### src/rtl/pfg_pkg.sv
package pfg_pkg;
   // Safe state of a pin while a fault overrides it
   typedef enum logic [1:0] {
      SAFE_LOW   = 2'b00,
      SAFE_HIGH  = 2'b01,
      SAFE_HIZ   = 2'b10,
      SAFE_HIZ_B = 2'b11
   } safe_e;
endpackage

### src/rtl/pfg_fault_cell.sv
// One fault channel: polarity, sticky flag, guarded clear
module pfg_fault_cell (
   input  logic clk,
   input  logic rst_n,
   input  logic fault_pin,
   input  logic invert,
   input  logic clr,
   output logic active,
   output logic flag
);
   assign active = fault_pin ^ invert;

   always_ff @(posedge clk or negedge rst_n) begin
      if (!rst_n)      flag <= 1'b0;
      else if (active) flag <= 1'b1;
      else if (clr)    flag <= 1'b0;
   end
endmodule

### src/rtl/pfg_pin_gate.sv
// One output pin: pass-through or safe-state override
module pfg_pin_gate
   import pfg_pkg::*;
(
   input  logic       raw,
   input  logic [1:0] sel,
   input  logic       hit,
   output logic       pin,
   output logic       oe
);
   safe_e state;
   assign state = safe_e'(sel);

   always_comb begin
      pin = raw;
      oe  = 1'b1;
      if (hit) begin
         unique case (state)
            SAFE_LOW:  begin pin = 1'b0; oe = 1'b1; end
            SAFE_HIGH: begin pin = 1'b1; oe = 1'b1; end
            default:   begin pin = 1'b0; oe = 1'b0; end
         endcase
      end
   end
endmodule

### src/rtl/pwm_fault_guard.sv
module pwm_fault_guard #(
   parameter int NUM_FAULTS = 4,
   parameter int NUM_OUTS   = 6
) (
   input  logic                           clk,
   input  logic                           rst_n,
   input  logic [NUM_FAULTS-1:0]          fault_in,
   input  logic [NUM_FAULTS-1:0]          fault_pol,
   input  logic [NUM_FAULTS*NUM_OUTS-1:0] map_bank,
   input  logic [2*NUM_OUTS-1:0]          safe_sel,
   input  logic [NUM_OUTS-1:0]            pwm_raw,
   input  logic                           mod_en,
   input  logic [NUM_FAULTS-1:0]          flag_clr,
   input  logic [NUM_FAULTS-1:0]          irq_en,
   output logic [NUM_OUTS-1:0]            pwm_out,
   output logic [NUM_OUTS-1:0]            pwm_oe,
   output logic [NUM_FAULTS-1:0]          fault_flag,
   output logic                           irq
);
   localparam int BANK_W = NUM_FAULTS;
   localparam int SEL_W  = 2;

   generate
      if (NUM_FAULTS < 1 || NUM_FAULTS > 16) begin : g_bad_faults
         $error("NUM_FAULTS must be 1..16");
      end
      if (NUM_OUTS < 1 || NUM_OUTS > 32) begin : g_bad_outs
         $error("NUM_OUTS must be 1..32");
      end
   endgenerate

   logic [NUM_FAULTS-1:0] act;
   logic [NUM_FAULTS-1:0] flg;
   logic [NUM_FAULTS-1:0] live;

   genvar f, o;
   generate
      for (f = 0; f < NUM_FAULTS; f++) begin : g_fault
         pfg_fault_cell u_cell (
            .clk       (clk),
            .rst_n     (rst_n),
            .fault_pin (fault_in[f]),
            .invert    (fault_pol[f]),
            .clr       (flag_clr[f]),
            .active    (act[f]),
            .flag      (flg[f])
         );
      end
   endgenerate

   // Override sources: latched flags plus faults present this cycle
   assign live = flg | act;

   generate
      for (o = 0; o < NUM_OUTS; o++) begin : g_pin
         logic hit;
         assign hit = |(map_bank[o*BANK_W +: BANK_W] & live);
         pfg_pin_gate u_gate (
            .raw (pwm_raw[o]),
            .sel (safe_sel[o*SEL_W +: SEL_W]),
            .hit (hit),
            .pin (pwm_out[o]),
            .oe  (pwm_oe[o])
         );
      end
   endgenerate

   assign fault_flag = flg;
   assign irq        = mod_en & |(flg & irq_en);
endmodule

### config.mk
export PLATFORM = sky130hd
export DESIGN_NAME = pwm_fault_guard
export DESIGN_NICKNAME = d
export VERILOG_FILES = /design/src/rtl/pfg_pkg.sv /design/src/rtl/pfg_fault_cell.sv /design/src/rtl/pfg_pin_gate.sv /design/src/rtl/pwm_fault_guard.sv
export SDC_FILE = /design/constraint.sdc
export NUM_CORES = 1
export LEC_CHECK = 0
export CORE_MARGIN = 2
export CORE_UTILIZATION = 27
export DETAILED_ROUTE_END_ITERATION = 12
export GPL_TIMING_DRIVEN = 1
export PLACE_DENSITY = 0.91
export SLEW_MARGIN = 25
export SYNTH_ARGS = -nofsm -noshare
export SYNTH_HDL_FRONTEND = slang
export SYNTH_SLANG_ARGS = --single-unit
### constraint.sdc
create_clock -name clk -period 2.9 [get_ports clk]
set_input_delay 0.58 -clock clk [delete_from_list [all_inputs] [get_ports clk]]
set_output_delay 0.58 -clock clk [all_outputs]
set_load 0.005 [all_outputs]
==> results of run 1 <==
==> final cells by class <==
type / instances / area [sq um] / share of cell area
repair buffers: 88 / 857 / 0.583
well taps: 28 / 35.0 / 0.0239
multi-input cells: 59 / 439 / 0.299
inverters: 4 / 15.0 / 0.0102
flip-flops and latches: 4 / 100 / 0.0681
clock buffers: 3 / 22.5 / 0.0153
==> what timing repair did <==
action | in CTS | in global routing
buffers inserted | 9 | 1
setup endpoints to repair | 12 | 11
pin swaps | 8 | 3
gates resized for setup | 20 | 10
==> power groups by stage <==
stage / clock network [mW] / logic (mW) / registers [mW]
after floorplan: 0 / 0.0777 / 0.0724
after global placement: 0 / 0.183 / 0.0793
after detailed placement: 0 / 0.187 / 0.0790
after CTS: 0.0707 / 0.208 / 0.0787
after global routing: 0.0744 / 0.228 / 0.0809
final: 0.0684 / 0.212 / 0.0794
==> cell families (layout without fill, tap and decap cells) <==
| kind of cell | after synthesis | in the layout | share of synthesized area |
|---|---|---|---|
| AOI/OAI and AO/OA | 31 | 31 | 0.287 |
| buffers and inverters | 20 | 95 | 0.221 |
| and+or+nand+nor | 18 | 18 | 0.160 |
| muxes | 6 | 6 | 0.111 |
| xor gates and xnor gates | 4 | 4 | 0.0574 |
| DFF | 4 | 4 | 0.164 |
==> through the flow <==
step                utilization  setup TNS (ns)
finish                    0.677               0
global route              0.677               0
CTS                       0.664          -0.316
detailed placement        0.601           -2.00
global placement          0.601           -1.51
floorplan                     -               0
==> per-layer routing <==
layer / track usage / vias to the layer above / wire (um)
met5: 0 / - / 0
met4: 0.0482 / 0 / 8
met3: 0.0603 / 2 / 250
met2: 0.382 / 55 / 1410
met1: 0.182 / 412 / 943
li1: - / 428 / -
==> placed cells by master, fill, tap and decap left out, types with 6 or more instances in the layout <==
master,synthesis,layout
clkdlybuf4s50_1,0,65
o21ai_0,24,16
buf_4,16,10
dlygate4sd2_1,0,8
o21ai_1,0,7
nand4_1,6,6
nand2_1,6,6
nor2b_1,6,6
==> path summary, 6_finish.rpt <==
kind,to,depth (start not counted)
setup / recovery,pwm_out[0],7
hold / removal,g_fault[0].u_cell.flag,1
setup reg to reg,g_fault[3].u_cell.flag,1
hold reg to reg,g_fault[1].u_cell.flag,1
max in group asynchronous,g_fault[1].u_cell.flag,1
min in group clk,g_fault[1].u_cell.flag,1
==> results.py, run 1 <==
metrics = {
    "timing": {
        "holdWs_ns": 0.544,
        "finalWorstPathRequiredPeriod_ns": 2.82,
        "slew_headroom": 0.791,
        "final_max_slew_viol_count": 0,
        "worstMarginPinSlew_ns": 0.313,
        "report.final.hold_viol_count": 0,
        "post-route-period-util": 0.971,
        "rsz0062_at_grt": "false",
        "setup_violations": 0,
        "worst_slack_ns": 0.0846,
        "fmax_ghz": 0.355,
        "clock_skew_ns": 0,
    },
    "logic_synthesis": {
        "synth-seq-cells": 4,
        "synth.top_cell.area_share": 0.197,
        "synth.area.top_cells": "o21ai_0 20%, buf_4 20%, dfrtp_1 16%",
        "synth_most_common_cell": "o21ai_0",
        "async_flop_share": 1.00,
        "ys_dominant_reg_cell": "dfrtp_1",
        "syn_inst": 83,
        "ys_seq_area_frac": 0.164,
        "synth_cell_type_count": 13,
        "ys_warn_count": 0,
        "syn_avg_cell_area_sq_um": 7.36,
        "syn_nets": 144,
        "yosysTopAreaCell": "o21ai_0",
        "synth-edff-count": 0,
        "synth_common_cells": "24 x o21ai_0, 16 x buf_4",
        "synth_area_sq_um": 611,
    },
    "pwr": {
        "intPower_mw": 0.257,
        "fin_total_pwr_mw": 0.360,
        "p_sw_frac": 0.286,
        "clkPwrFrac": 0.190,
        "max-vdd-ir-drop_v": 0.000153,
        "p_seq_frac": 0.221,
        "power.density_nw_per_um2": 245,
        "leakage_nw": 0.648,
        "combinationalPowerShare": 0.589,
        "switching_power_mw": 0.103,
    },
    "global_routing": {
        "grt_overflow": 0,
        "groute.usage.overall": 0.190,
        "grt_pass1_vias": 868,
        "grt_max_degree": 10,
        "antenna_found_initial": 0,
        "grt_pass1_wl_mm": 3.73,
    },
    "placed_design": {
        "dp.cells": 173,
        "gp_congestion": 0.699,
        "post-place-ws_ns": -0.345,
        "hpwl_mm": 2.03,
        "placed_cell_area_sq_um": 1300,
        "portBuffers": 77,
    },
    "cts": {
        "htree_levels": 1,
        "path_clk_slew_ns": 0.04,
        "clock_latency_ns": 0.23,
        "cts-buffers-inserted": 3,
        "postCtsHoldBufs": 0,
        "clockRootBuffer": "clkbuf_4",
        "cts_tree": "built",
        "cts.sinks": 4,
        "cts_buffer_depth": 2,
    },
    "worst_setup_path": {
        "critPathBufInv": 3,
        "critPathMaxStageDelay_ns": 0.44,
        "cpMaxStageDelayCell": "clkdlybuf4s50_1",
        "critPathMaxFanout": 4,
        "crit_path_end_kind": "output pin",
        "cp_cell_sequence": "dlygate4sd2_1 > xor2_2 > buf_4 > o21ai_0 > nand4_1 > mux2_4 > clkdlybuf4s50_1",
        "critPathKind": "primary input to output pin",
        "r2r-start": "g_fault[3].u_cell.flag",
        "cp_data_required_time_ns": 2.32,
        "start_kind": "primary input",
        "worstPathArrival_ns": 2.24,
        "crit_start": "fault_in[0]",
        "cp_top_family": "buffers and inverters",
        "ff2ff_setup_slack_ns": 2.08,
    },
    "layout": {
        "stdcell_area_sq_um": 1470,
        "top_register": "g_fault.u_cell.flag",
        "reg_top3": "g_fault.u_cell.flag x4",
        "largest_reg_flops": 4,
        "n_antenna_cell": 0,
        "areaGrowthSynthToFinish_pct": 141,
        "drive_above_1_share": 0.146,
        "nets": 221,
        "stdcell_count": 186,
        "fillers": 195,
    },
    "worst_hold_path": {
        "hp-class": "primary input to async pin",
    },
    "routing": {
        "antenna_left": 0,
        "drt_iter0_drc": 13,
        "vias": 897,
        "routedWlPerCell_um": 14.0,
        "drc_errors": 0,
        "via_per_inst": 4.82,
        "firstDrtPassIters": 4,
        "drt-total-wl_mm": 2.61,
    },
    "die": {
        "start_util": 0.281,
        "die_w_um": 51.6,
        "die_area_sq_um": 2660,
        "die_y_um": 51.6,
        "io_pins": 78,
        "rows": 17,
        "core_sq_um": 2170,
    },
    "flow_run": {
        "cap_violations": 0,
    },
    "run_status": {
        "status": "complete, no violations",
    },
}
(Power assumes the default switching activity.)
==> run 2: changes to the inputs <==
CORE_ASPECT_RATIO = 1.2   (was not set)
SLEW_MARGIN = 10   (was 25)
==> results.py, run 2 (same netlist as run 1, synthesis figures left out) <==
metrics = {
    "timing": {
        "clock_skew_ns": 0,
        "holdWs_ns": 0.550,
        "finalWorstPathRequiredPeriod_ns": 2.95,
        "final_max_slew_viol_count": 0,
        "setup_violations": 1,
        "fmax_ghz": 0.339,
        "worst_slack_ns": -0.0537,
        "slew_headroom": 0.774,
        "worstMarginPinSlew_ns": 0.338,
        "post-route-period-util": 1.02,
        "report.final.hold_viol_count": 0,
        "rsz0062_at_grt": "true",
    },
    "run_status": {
        "status": "finished, violations left",
        "violations": "negative setup slack",
    },
    "placed_design": {
        "hpwl_mm": 1.99,
        "dp.cells": 176,
        "gp_congestion": 0.720,
        "portBuffers": 77,
    },
    "cts": {
        "cts.sinks": 4,
        "postCtsHoldBufs": 0,
        "htree_levels": 1,
        "cts_buffer_depth": 2,
        "cts_tree": "built",
        "cts-buffers-inserted": 3,
        "path_clk_slew_ns": 0.04,
        "clock_latency_ns": 0.23,
        "clockRootBuffer": "clkbuf_4",
    },
    "global_routing": {
        "antenna_found_initial": 0,
        "grt_max_degree": 10,
        "grt_pass1_wl_mm": 3.77,
        "groute.usage.overall": 0.193,
        "grt_overflow": 0,
        "grt_pass1_vias": 884,
    },
    "die": {
        "die_w_um": 47.4,
        "rows": 18,
        "die_y_um": 56.1,
        "io_pins": 78,
        "start_util": 0.292,
        "core_sq_um": 2090,
        "die_area_sq_um": 2660,
    },
    "worst_setup_path": {
        "critPathMaxFanout": 7,
        "ff2ff_setup_slack_ns": 2.06,
        "cp_data_required_time_ns": 2.32,
        "start_kind": "primary input",
        "reg2reg_depth": 1,
        "r2r-start": "g_fault[2].u_cell.flag",
        "critPathKind": "primary input to output pin",
        "reg2reg_to": "g_fault[2].u_cell.flag",
        "crit_path_end_kind": "output pin",
        "worstPathArrival_ns": 2.37,
    },
    "layout": {
        "mostFrequentLayoutCells": "70 x clkdlybuf4s50_1, 16 x o21ai_0, 8 x o21ai_1",
        "fillers": 181,
        "n_antenna_cell": 0,
        "top_register": "g_fault.u_cell.flag",
        "stdcell_count": 183,
        "nets": 216,
        "regArea_sq_um": 100,
        "areaGrowthSynthToFinish_pct": 128,
        "largest_reg_flops": 4,
        "drive_above_1_share": 0.0850,
        "reg_top3": "g_fault.u_cell.flag x4",
        "multiInputGateArea_sq_um": 402,
        "final_common_cell": "clkdlybuf4s50_1",
    },
    "worst_hold_path": {
        "hp-class": "primary input to async pin",
    },
    "flow_run": {
        "cap_violations": 0,
    },
    "routing": {
        "antenna_left": 0,
        "routedWlPerCell_um": 13.8,
        "vias": 883,
        "via_per_inst": 4.83,
        "drc_errors": 0,
        "drt-total-wl_mm": 2.53,
        "drt_iter0_drc": 11,
        "firstDrtPassIters": 4,
    },
    "pwr": {
        "leakage_nw": 0.595,
        "power.density_nw_per_um2": 248,
        "max-vdd-ir-drop_v": 0.000250,
    },
}
run 2: what timing repair did:
action,CTS,global route
pin swaps,7,3
endpoints found under the setup margin,12,11
resized for setup,14,4
buffers inserted,4,0
run 2: area by class of cell:
type,instances,share of cell area
multi-input cells,59,0.289
well taps,30,0.0270
clock buffers,3,0.0162
inverters,4,0.0108
flip-flops and latches,4,0.0719
repair buffers,83,0.585
run 2: metal layers:
layer	vias up	share of wire	GRT usage	wire, um
li1	418	-	-	-
met1	400	0.34	0.206	853
met2	65	0.51	0.338	1280
met3	0	0.16	0.0649	397
met4	0	0	0.0556	0
met5	-	0	0	0
run 2: per-stage QoR:
| step | setup WS, ns | area (sq um) | utilization | power [mW] | TNS (ns) |
|---|---|---|---|---|---|
| 4_1_cts | -0.0543 | 1390 | 0.662 | 0.349 | -0.160 |
| 6_report | -0.0537 | 1390 | 0.664 | 0.345 | -0.0537 |
| 3_3_place_gp | -0.307 | 1310 | 0.627 | 0.266 | -1.94 |
| 3_5_place_dp | -0.307 | 1310 | 0.627 | 0.270 | -1.86 |
| 5_1_grt | -0.130 | 1390 | 0.664 | 0.371 | -0.340 |
| 2_1_floorplan | 0.785 | 611 | - | 0.150 | 0 |
run 2: critical path, cell delays in order:
cell             delay [ns]
clkdlybuf4s50_1        0.41
xor2_1                 0.16
buf_4                  0.16
o21ai_0                0.14
nand4_1                0.12
mux2_1                 0.33
clkdlybuf4s50_1        0.46
run 2: worst max path at each step:
stage / start / to / slack [ns] / cells after the start
after floorplan: fault_pol[1] / pwm_out[2] / 0.78 / 5
after global placement: fault_in[3] / pwm_out[4] / -0.31 / 6
after detailed placement: fault_in[3] / pwm_out[5] / -0.31 / 6
after CTS: fault_pol[2] / pwm_out[5] / -0.05 / 7
after global routing: fault_pol[2] / pwm_out[5] / -0.13 / 7
final: fault_pol[0] / pwm_out[5] / -0.05 / 7
run 2: report_power, final:
group | internal, mW | switching [mW]
Clock | 0.0462 | 0.0213
Combinational | 0.138 | 0.0592
Sequential | 0.0624 | 0.0174
==> run 3: changes to the inputs <==
GPL_TIMING_DRIVEN = not set   (was 1)
==> results of run 3 <==
Final layout, timing and power as in run 2 (identical DEF).
